[config.mk]
export PLATFORM = sky130hd
export DESIGN_NAME = hpdr_port
export DESIGN_NICKNAME = d
export VERILOG_FILES = /design/src/rtl/hpdr_pkg.sv /design/src/rtl/hpdr_host_decode.sv /design/src/rtl/hpdr_status_reg.sv /design/src/rtl/hpdr_dr_seq.sv /design/src/rtl/hpdr_port.sv
export SDC_FILE = /design/constraint.sdc
export NUM_CORES = 1
export LEC_CHECK = 0
export BUFFER_PORTS_ARGS = -buffer_cell sky130_fd_sc_hd__buf_2
export CORE_UTILIZATION = 40
export CTS_CLUSTER_DIAMETER = 60
export DETAILED_ROUTE_END_ITERATION = 6
export HOLD_SLACK_MARGIN = 0.1
export PLACE_DENSITY = 0.74
export REMOVE_ABC_BUFFERS = 1
export SETUP_SLACK_MARGIN = 0.2
export SKIP_LAST_GASP = 1
export SYNTH_ARGS = -nofsm -noshare
export SYNTH_HDL_FRONTEND = slang
export SYNTH_HIERARCHICAL = 1
export SYNTH_SLANG_ARGS = --single-unit
[constraint.sdc]
create_clock -name clk -period 1.68 [get_ports clk]
set_input_delay 0.168 -clock clk [delete_from_list [all_inputs] [get_ports clk]]
set_output_delay 0.168 -clock clk [all_outputs]
set_load 0.02 [all_outputs]
[src/rtl/hpdr_pkg.sv]
package hpdr_pkg;

  localparam int BYTE_W = 8;
  localparam int WORD_W = 2 * BYTE_W;

  // status bit positions (host decodes the upper byte)
  localparam int SB_RQM  = 15;
  localparam int SB_UF1  = 14;
  localparam int SB_UF0  = 13;
  localparam int SB_MID  = 12;
  localparam int SB_DMA  = 11;
  localparam int SB_NARW = 10;
  localparam int SB_SOW  = 9;
  localparam int SB_SIW  = 8;
  localparam int SB_IEN  = 7;
  localparam int SB_P1   = 1;
  localparam int SB_P0   = 0;

  typedef logic [BYTE_W-1:0] byte_t;
  typedef logic [WORD_W-1:0] word_t;

  typedef struct packed {
    logic uf1;
    logic uf0;
    logic dma;
    logic narrow;
    logic so_w;
    logic si_w;
    logic ien;
    logic p1;
    logic p0;
  } ctl_t;

  function automatic byte_t pick_byte(word_t w, logic upper);
    return upper ? w[WORD_W-1:BYTE_W] : w[BYTE_W-1:0];
  endfunction

  function automatic word_t merge_byte(word_t w, byte_t b, logic upper);
    word_t r;
    r = w;
    if (upper) r[WORD_W-1:BYTE_W] = b;
    else       r[BYTE_W-1:0]      = b;
    return r;
  endfunction

  function automatic ctl_t unpack_ctl(word_t w);
    ctl_t c;
    c.uf1    = w[SB_UF1];
    c.uf0    = w[SB_UF0];
    c.dma    = w[SB_DMA];
    c.narrow = w[SB_NARW];
    c.so_w   = w[SB_SOW];
    c.si_w   = w[SB_SIW];
    c.ien    = w[SB_IEN];
    c.p1     = w[SB_P1];
    c.p0     = w[SB_P0];
    return c;
  endfunction

  function automatic word_t pack_status(ctl_t c, logic rqm, logic mid);
    word_t s;
    s = '0;
    s[SB_RQM]  = rqm;
    s[SB_UF1]  = c.uf1;
    s[SB_UF0]  = c.uf0;
    s[SB_MID]  = mid;
    s[SB_DMA]  = c.dma;
    s[SB_NARW] = c.narrow;
    s[SB_SOW]  = c.so_w;
    s[SB_SIW]  = c.si_w;
    s[SB_IEN]  = c.ien;
    s[SB_P1]   = c.p1;
    s[SB_P0]   = c.p0;
    return s;
  endfunction

endpackage

[src/rtl/hpdr_host_decode.sv]
module hpdr_host_decode (
  input  logic cs_n,
  input  logic rd_n,
  input  logic wr_n,
  input  logic a0,
  output logic data_rd,
  output logic data_wr,
  output logic stat_rd,
  output logic stat_wr
);

  logic rd_evt;
  logic wr_evt;

  // exactly one strobe with chip select counts as an access
  assign rd_evt = !cs_n && !rd_n &&  wr_n;
  assign wr_evt = !cs_n &&  rd_n && !wr_n;

  assign data_rd = rd_evt && !a0;
  assign data_wr = wr_evt && !a0;
  assign stat_rd = rd_evt &&  a0;
  assign stat_wr = wr_evt &&  a0;

endmodule

[src/rtl/hpdr_status_reg.sv]
module hpdr_status_reg
  import hpdr_pkg::*;
(
  input  logic  clk,
  input  logic  rst_n,
  input  logic  ctl_we,
  input  word_t ctl_wdata,
  output ctl_t  ctl,
  output logic  width_flip
);

  ctl_t ctl_q;
  ctl_t ctl_new;

  assign ctl_new    = unpack_ctl(ctl_wdata);
  assign width_flip = ctl_we && (ctl_new.narrow != ctl_q.narrow);
  assign ctl        = ctl_q;

  always_ff @(posedge clk or negedge rst_n) begin
    if (!rst_n)      ctl_q <= '0;
    else if (ctl_we) ctl_q <= ctl_new;
  end

  AST_PIN_FOLLOW: assert property (@(posedge clk) disable iff (!rst_n)
    ctl_we |=> (ctl_q.p0 == $past(ctl_wdata[SB_P0])) && (ctl_q.p1 == $past(ctl_wdata[SB_P1])));

endmodule

[src/rtl/hpdr_dr_seq.sv]
module hpdr_dr_seq
  import hpdr_pkg::*;
(
  input  logic  clk,
  input  logic  rst_n,
  input  logic  int_wr,
  input  logic  int_rd,
  input  word_t int_wdata,
  input  logic  narrow,
  input  logic  width_flip,
  input  logic  host_data_rd,
  input  logic  host_data_wr,
  input  byte_t host_din,
  output word_t dr,
  output logic  rqm,
  output logic  mid,
  output byte_t data_byte
);

  word_t dr_q;
  logic  rqm_q;
  logic  mid_q;
  byte_t last_q;

  logic  int_busy;
  logic  host_ok;
  logic  acc_rd;
  logic  acc_wr;
  logic  host_acc;
  logic  cur_upper;
  logic  word_done;
  byte_t cur_byte;

  assign int_busy  = int_wr || int_rd;
  assign host_ok   = rqm_q && !int_busy;
  assign acc_rd    = host_data_rd && host_ok;
  assign acc_wr    = host_data_wr && host_ok;
  assign host_acc  = acc_rd || acc_wr;
  assign cur_upper = !narrow && !mid_q;
  assign word_done = host_acc && (narrow || mid_q);
  assign cur_byte  = pick_byte(dr_q, cur_upper);
  assign data_byte = acc_rd ? cur_byte : last_q;

  always_ff @(posedge clk or negedge rst_n) begin
    if (!rst_n) begin
      dr_q   <= '0;
      rqm_q  <= 1'b0;
      mid_q  <= 1'b0;
      last_q <= '0;
    end else begin
      if (int_wr) begin
        dr_q  <= int_wdata;
        rqm_q <= 1'b1;
        mid_q <= 1'b0;
      end else if (int_rd) begin
        rqm_q <= 1'b1;
      end else if (host_acc) begin
        if (acc_wr) dr_q   <= merge_byte(dr_q, host_din, cur_upper);
        if (acc_rd) last_q <= cur_byte;
        if (word_done) begin
          rqm_q <= 1'b0;
          mid_q <= 1'b0;
        end else begin
          mid_q <= 1'b1;
        end
      end
      if (width_flip) mid_q <= 1'b0;
    end
  end

  assign dr  = dr_q;
  assign rqm = rqm_q;
  assign mid = mid_q;

  AST_RQM_SET: assert property (@(posedge clk) disable iff (!rst_n)
    (int_wr || int_rd) |=> rqm_q);

  AST_RQM_CLEAR: assert property (@(posedge clk) disable iff (!rst_n)
    word_done |=> !rqm_q);

  AST_NARROW_NO_MID: assert property (@(posedge clk) disable iff (!rst_n)
    narrow |-> !mid_q);

  AST_LOCKED_WRITE: assert property (@(posedge clk) disable iff (!rst_n)
    (host_data_wr && !rqm_q && !int_wr) |=> $stable(dr_q));

  AST_CORE_WINS: assert property (@(posedge clk) disable iff (!rst_n)
    (int_rd && !int_wr && host_data_wr) |=> $stable(dr_q));

endmodule

[src/rtl/hpdr_port.sv]
module hpdr_port
  import hpdr_pkg::*;
(
  input  logic              clk,
  input  logic              rst_n,
  input  logic              host_cs_n,
  input  logic              host_rd_n,
  input  logic              host_wr_n,
  input  logic              host_a0,
  input  logic [BYTE_W-1:0] host_din,
  output logic [BYTE_W-1:0] host_dout,
  input  logic              int_wr,
  input  logic              int_rd,
  input  logic [WORD_W-1:0] int_wdata,
  output logic [WORD_W-1:0] int_rdata,
  input  logic              int_ctl_we,
  input  logic [WORD_W-1:0] int_ctl_wdata,
  output logic [WORD_W-1:0] int_status,
  output logic              pin_p0,
  output logic              pin_p1
);

  logic  host_data_rd;
  logic  host_data_wr;
  logic  host_stat_rd;
  logic  host_stat_wr;
  ctl_t  ctl;
  logic  width_flip;
  word_t dr;
  logic  rqm;
  logic  mid;
  byte_t data_byte;
  word_t status;

  hpdr_host_decode u_dec (
    .cs_n    (host_cs_n),
    .rd_n    (host_rd_n),
    .wr_n    (host_wr_n),
    .a0      (host_a0),
    .data_rd (host_data_rd),
    .data_wr (host_data_wr),
    .stat_rd (host_stat_rd),
    .stat_wr (host_stat_wr)
  );

  hpdr_status_reg u_stat (
    .clk        (clk),
    .rst_n      (rst_n),
    .ctl_we     (int_ctl_we),
    .ctl_wdata  (int_ctl_wdata),
    .ctl        (ctl),
    .width_flip (width_flip)
  );

  hpdr_dr_seq u_seq (
    .clk          (clk),
    .rst_n        (rst_n),
    .int_wr       (int_wr),
    .int_rd       (int_rd),
    .int_wdata    (int_wdata),
    .narrow       (ctl.narrow),
    .width_flip   (width_flip),
    .host_data_rd (host_data_rd),
    .host_data_wr (host_data_wr),
    .host_din     (host_din),
    .dr           (dr),
    .rqm          (rqm),
    .mid          (mid),
    .data_byte    (data_byte)
  );

  assign status     = pack_status(ctl, rqm, mid);
  assign int_status = status;
  assign int_rdata  = dr;
  assign pin_p0     = ctl.p0;
  assign pin_p1     = ctl.p1;
  assign host_dout  = host_stat_rd ? status[WORD_W-1:BYTE_W] : data_byte;

  AST_STATUS_WRITE_IGNORED: assert property (@(posedge clk) disable iff (!rst_n)
    (host_stat_wr && !int_ctl_we && !int_wr && !int_rd) |=> $stable(int_status));

endmodule

==> impl_metrics.json <==
{
  "status": "complete, but fails checks",
  "violations": "negative setup slack",
  "max_slew_margin_pct": 48.8,
  "crit_type": "flop to primary output",
  "worst_slew_pin_slew_ns": 0.768,
  "dpl_worst_slack_ns": -0.192,
  "p_clk_share_pct": 26.5,
  "grt_pass1_vias": 1675,
  "start_util_pct": 42.1,
  "cts_sinks": 35,
  "setup_viol": 14,
  "grt-ovfl-total": 0,
  "ant_nets": 0,
  "finalMaxSlewViolations": 0,
  "cpMostUsedCell": "buf_6",
  "globalplace.congestion": 0.731,
  "cp-end-kind": "primary output",
  "num_vias": 1731,
  "wl_per_cell_um": 15.2,
  "drc": 0,
  "p_int_w": 0.00202,
  "numPortBuffers": 78,
  "pwr_density_cell_nw_per_um2": 944,
  "critPathTopFamily": "multiplexers",
  "fp.dieW_um": 72.7,
  "combPwrFrac_pct": 37.6,
  "cap_violations": 0,
  "fin_crit_sh_pct": 120,
  "postSynthAreaPerCell_um2": 11.4,
  "leakagePower_nw": 1.46,
  "drive_above_1_share_pct": 62.4,
  "io_pins": 91,
  "p_sw_w": 0.000889,
  "cts_max_level": 2,
  "rsz0062_at_grt": "yes",
  "ir_drop_mv": 0.637,
  "critPathBufInv": 3,
  "grt_pass1_wl_um": 8310,
  "grt_max_degree": 36,
  "pwr-share-seq_pct": 35.9,
  "timing.final.ws_setup_ns": -0.331,
  "clk_pin_slew_worst_paths_ns": 0.07,
  "die-area_um2": 5290,
  "fin_crit_ns": 2.01,
  "crit_slowest_cell": "dfrtp_1",
  "cts_made_buffers": 5,
  "start_kind": "flop",
  "maxClockFrequency_mhz": 497,
  "required_ns": 1.51,
  "switching_share_pct": 30.5,
  "synth_area_um2": 2000,
  "rows": 25,
  "synthCells": 175,
  "ys_warn_count": 6,
  "antenna-diode-count": 0,
  "finish.utilization_pct": 64.9,
  "cts_tree": "yes",
  "critPathArrivalTime_ns": 1.84,
  "cp_cell_sequence": "or2_4 > buf_12 > mux2i_4 > buf_6 > a21oi_2 > mux2_4 > buf_6",
  "fp.dieH_um": 72.7,
  "drt_iter0_markers": 113,
  "nets": 327,
  "drtPass1Iterations": 4,
  "hold_viol": 0,
  "coreArea_um2": 4750,
  "grt_usage_pct": 20.9,
  "hold_class": "input port to flop",
  "antenna_found_initial": 0,
  "via_per_inst": 5.00,
  "drt_wl_total_um": 5260,
  "cts-root-buf": "clkbuf_8",
  "num-fill-cells": 390,
  "clock_latency_ns": 0.28,
  "clockBufferDepth": 2,
  "worst_path_largest_cell_delay_ns": 0.37,
  "skew_ns": 0.00805,
  "dp_hpwl_um": 3440,
  "synthToLayoutAreaGrowth_pct": 54.3,
  "worstPathMaxFanout": 6
}
[per-stage QoR]
stage               hold WS [ns]  setup TNS (ns)  instance area [µm²]  instances  total power [W]
finish                     0.113           -2.19                 3080        346          0.00291
global route               0.105           -2.88                 3080        346          0.00306
CTS                        0.102           -2.49                 2960        346          0.00283
detailed placement         0.294           -1.61                 2570        326          0.00189
global placement           0.292           -1.61                 2570        326          0.00187
floorplan                 -0.128          -26.92                 1880        159          0.00153
[repair_timing]
| action | CTS | global route |
|---|---|---|
| hold buffers | 4 | 0 |
| hold endpoints to repair | 38 | 0 |
| pin swaps | 6 | 6 |
| cloned | 1 | 0 |
| setup endpoints to repair | 25 | 24 |
| gates resized for setup | 42 | 26 |
| buffers inserted | 7 | 0 |
[sequential cells by signal (all words and copies together), names as in the netlist]
| signal | count |
|---|---|
| u_seq/mid | 1 |
| u_stat/ctl | 9 |
| u_seq/rqm | 1 |
| u_seq/dr | 16 |
| u_seq/last_q | 8 |
[layer usage]
metal	global-route usage [%]	vias to the layer above	part of all wire, %
li1	-	824	-
met3	4.70	7	5.3
met2	35.0	58	53
met5	0	-	0
met1	27.6	842	41
met4	5.01	0	0.68
[power groups by stage]
stage	registers [W]	clock network, W	logic (W)
floorplan	0.00112	0	0.000406
global placement	0.00103	0	0.000840
detailed placement	0.00104	0	0.000854
CTS	0.00103	0.000800	0.00100
global route	0.00106	0.000839	0.00116
finish	0.00105	0.000771	0.00109
[final cells by class]
cell class	count	area [µm²]	share of cell area, %
clock buffer	6	82.6	2.68
clock inverter	2	35.0	1.14
inverter	9	33.8	1.10
multi-input combinational	115	1180	38.2
sequential	35	876	28.4
tap	67	83.8	2.72
timing repair buffer	112	795	25.8
[worst register-to-register path, cell delays in order (launching register included)]
cell and delay [ns]:
dfrtp_1 0.37, or2_4 0.29, buf_16 0.15, buf_8 0.12, a41oi_4 0.19, buf_12 0.17
mux2_4 0.30
[cells in the final DEF, fill, tap and decap left out, types with 3 or more instances in the layout]
master,n
inv_1,9
buf_6,15
dlygate4sd3_1,4
a21oi_2,5
buf_2,71
mux2_4,25
buf_4,17
nand2_1,7
buf_12,3
mux2_2,8
nor2_1,11
nand4_1,7
o311ai_1,5
dfrtp_1,35
a21oi_1,13
conb_1,5
clkbuf_8,6
mux2i_4,7
[final timing paths]
check | startpoint | to | slack [ns] | cells past startpoint
max in group asynchronous | rst_n | u_seq/last_q[0] | 0.69 | 2
min in group asynchronous | rst_n | u_seq/dr[11] | 0.50 | 2
hold reg to reg | u_stat/ctl[2] | u_stat/ctl[2] | 0.52 | 1
setup / recovery | u_seq/mid | host_dout[0] | -0.33 | 7
hold / removal | int_wdata[14] | u_seq/dr[14] | 0.11 | 3
setup reg to reg | u_seq/mid | u_seq/dr[0] | -0.02 | 6
Note: power is estimated with default switching activity, not from simulation.
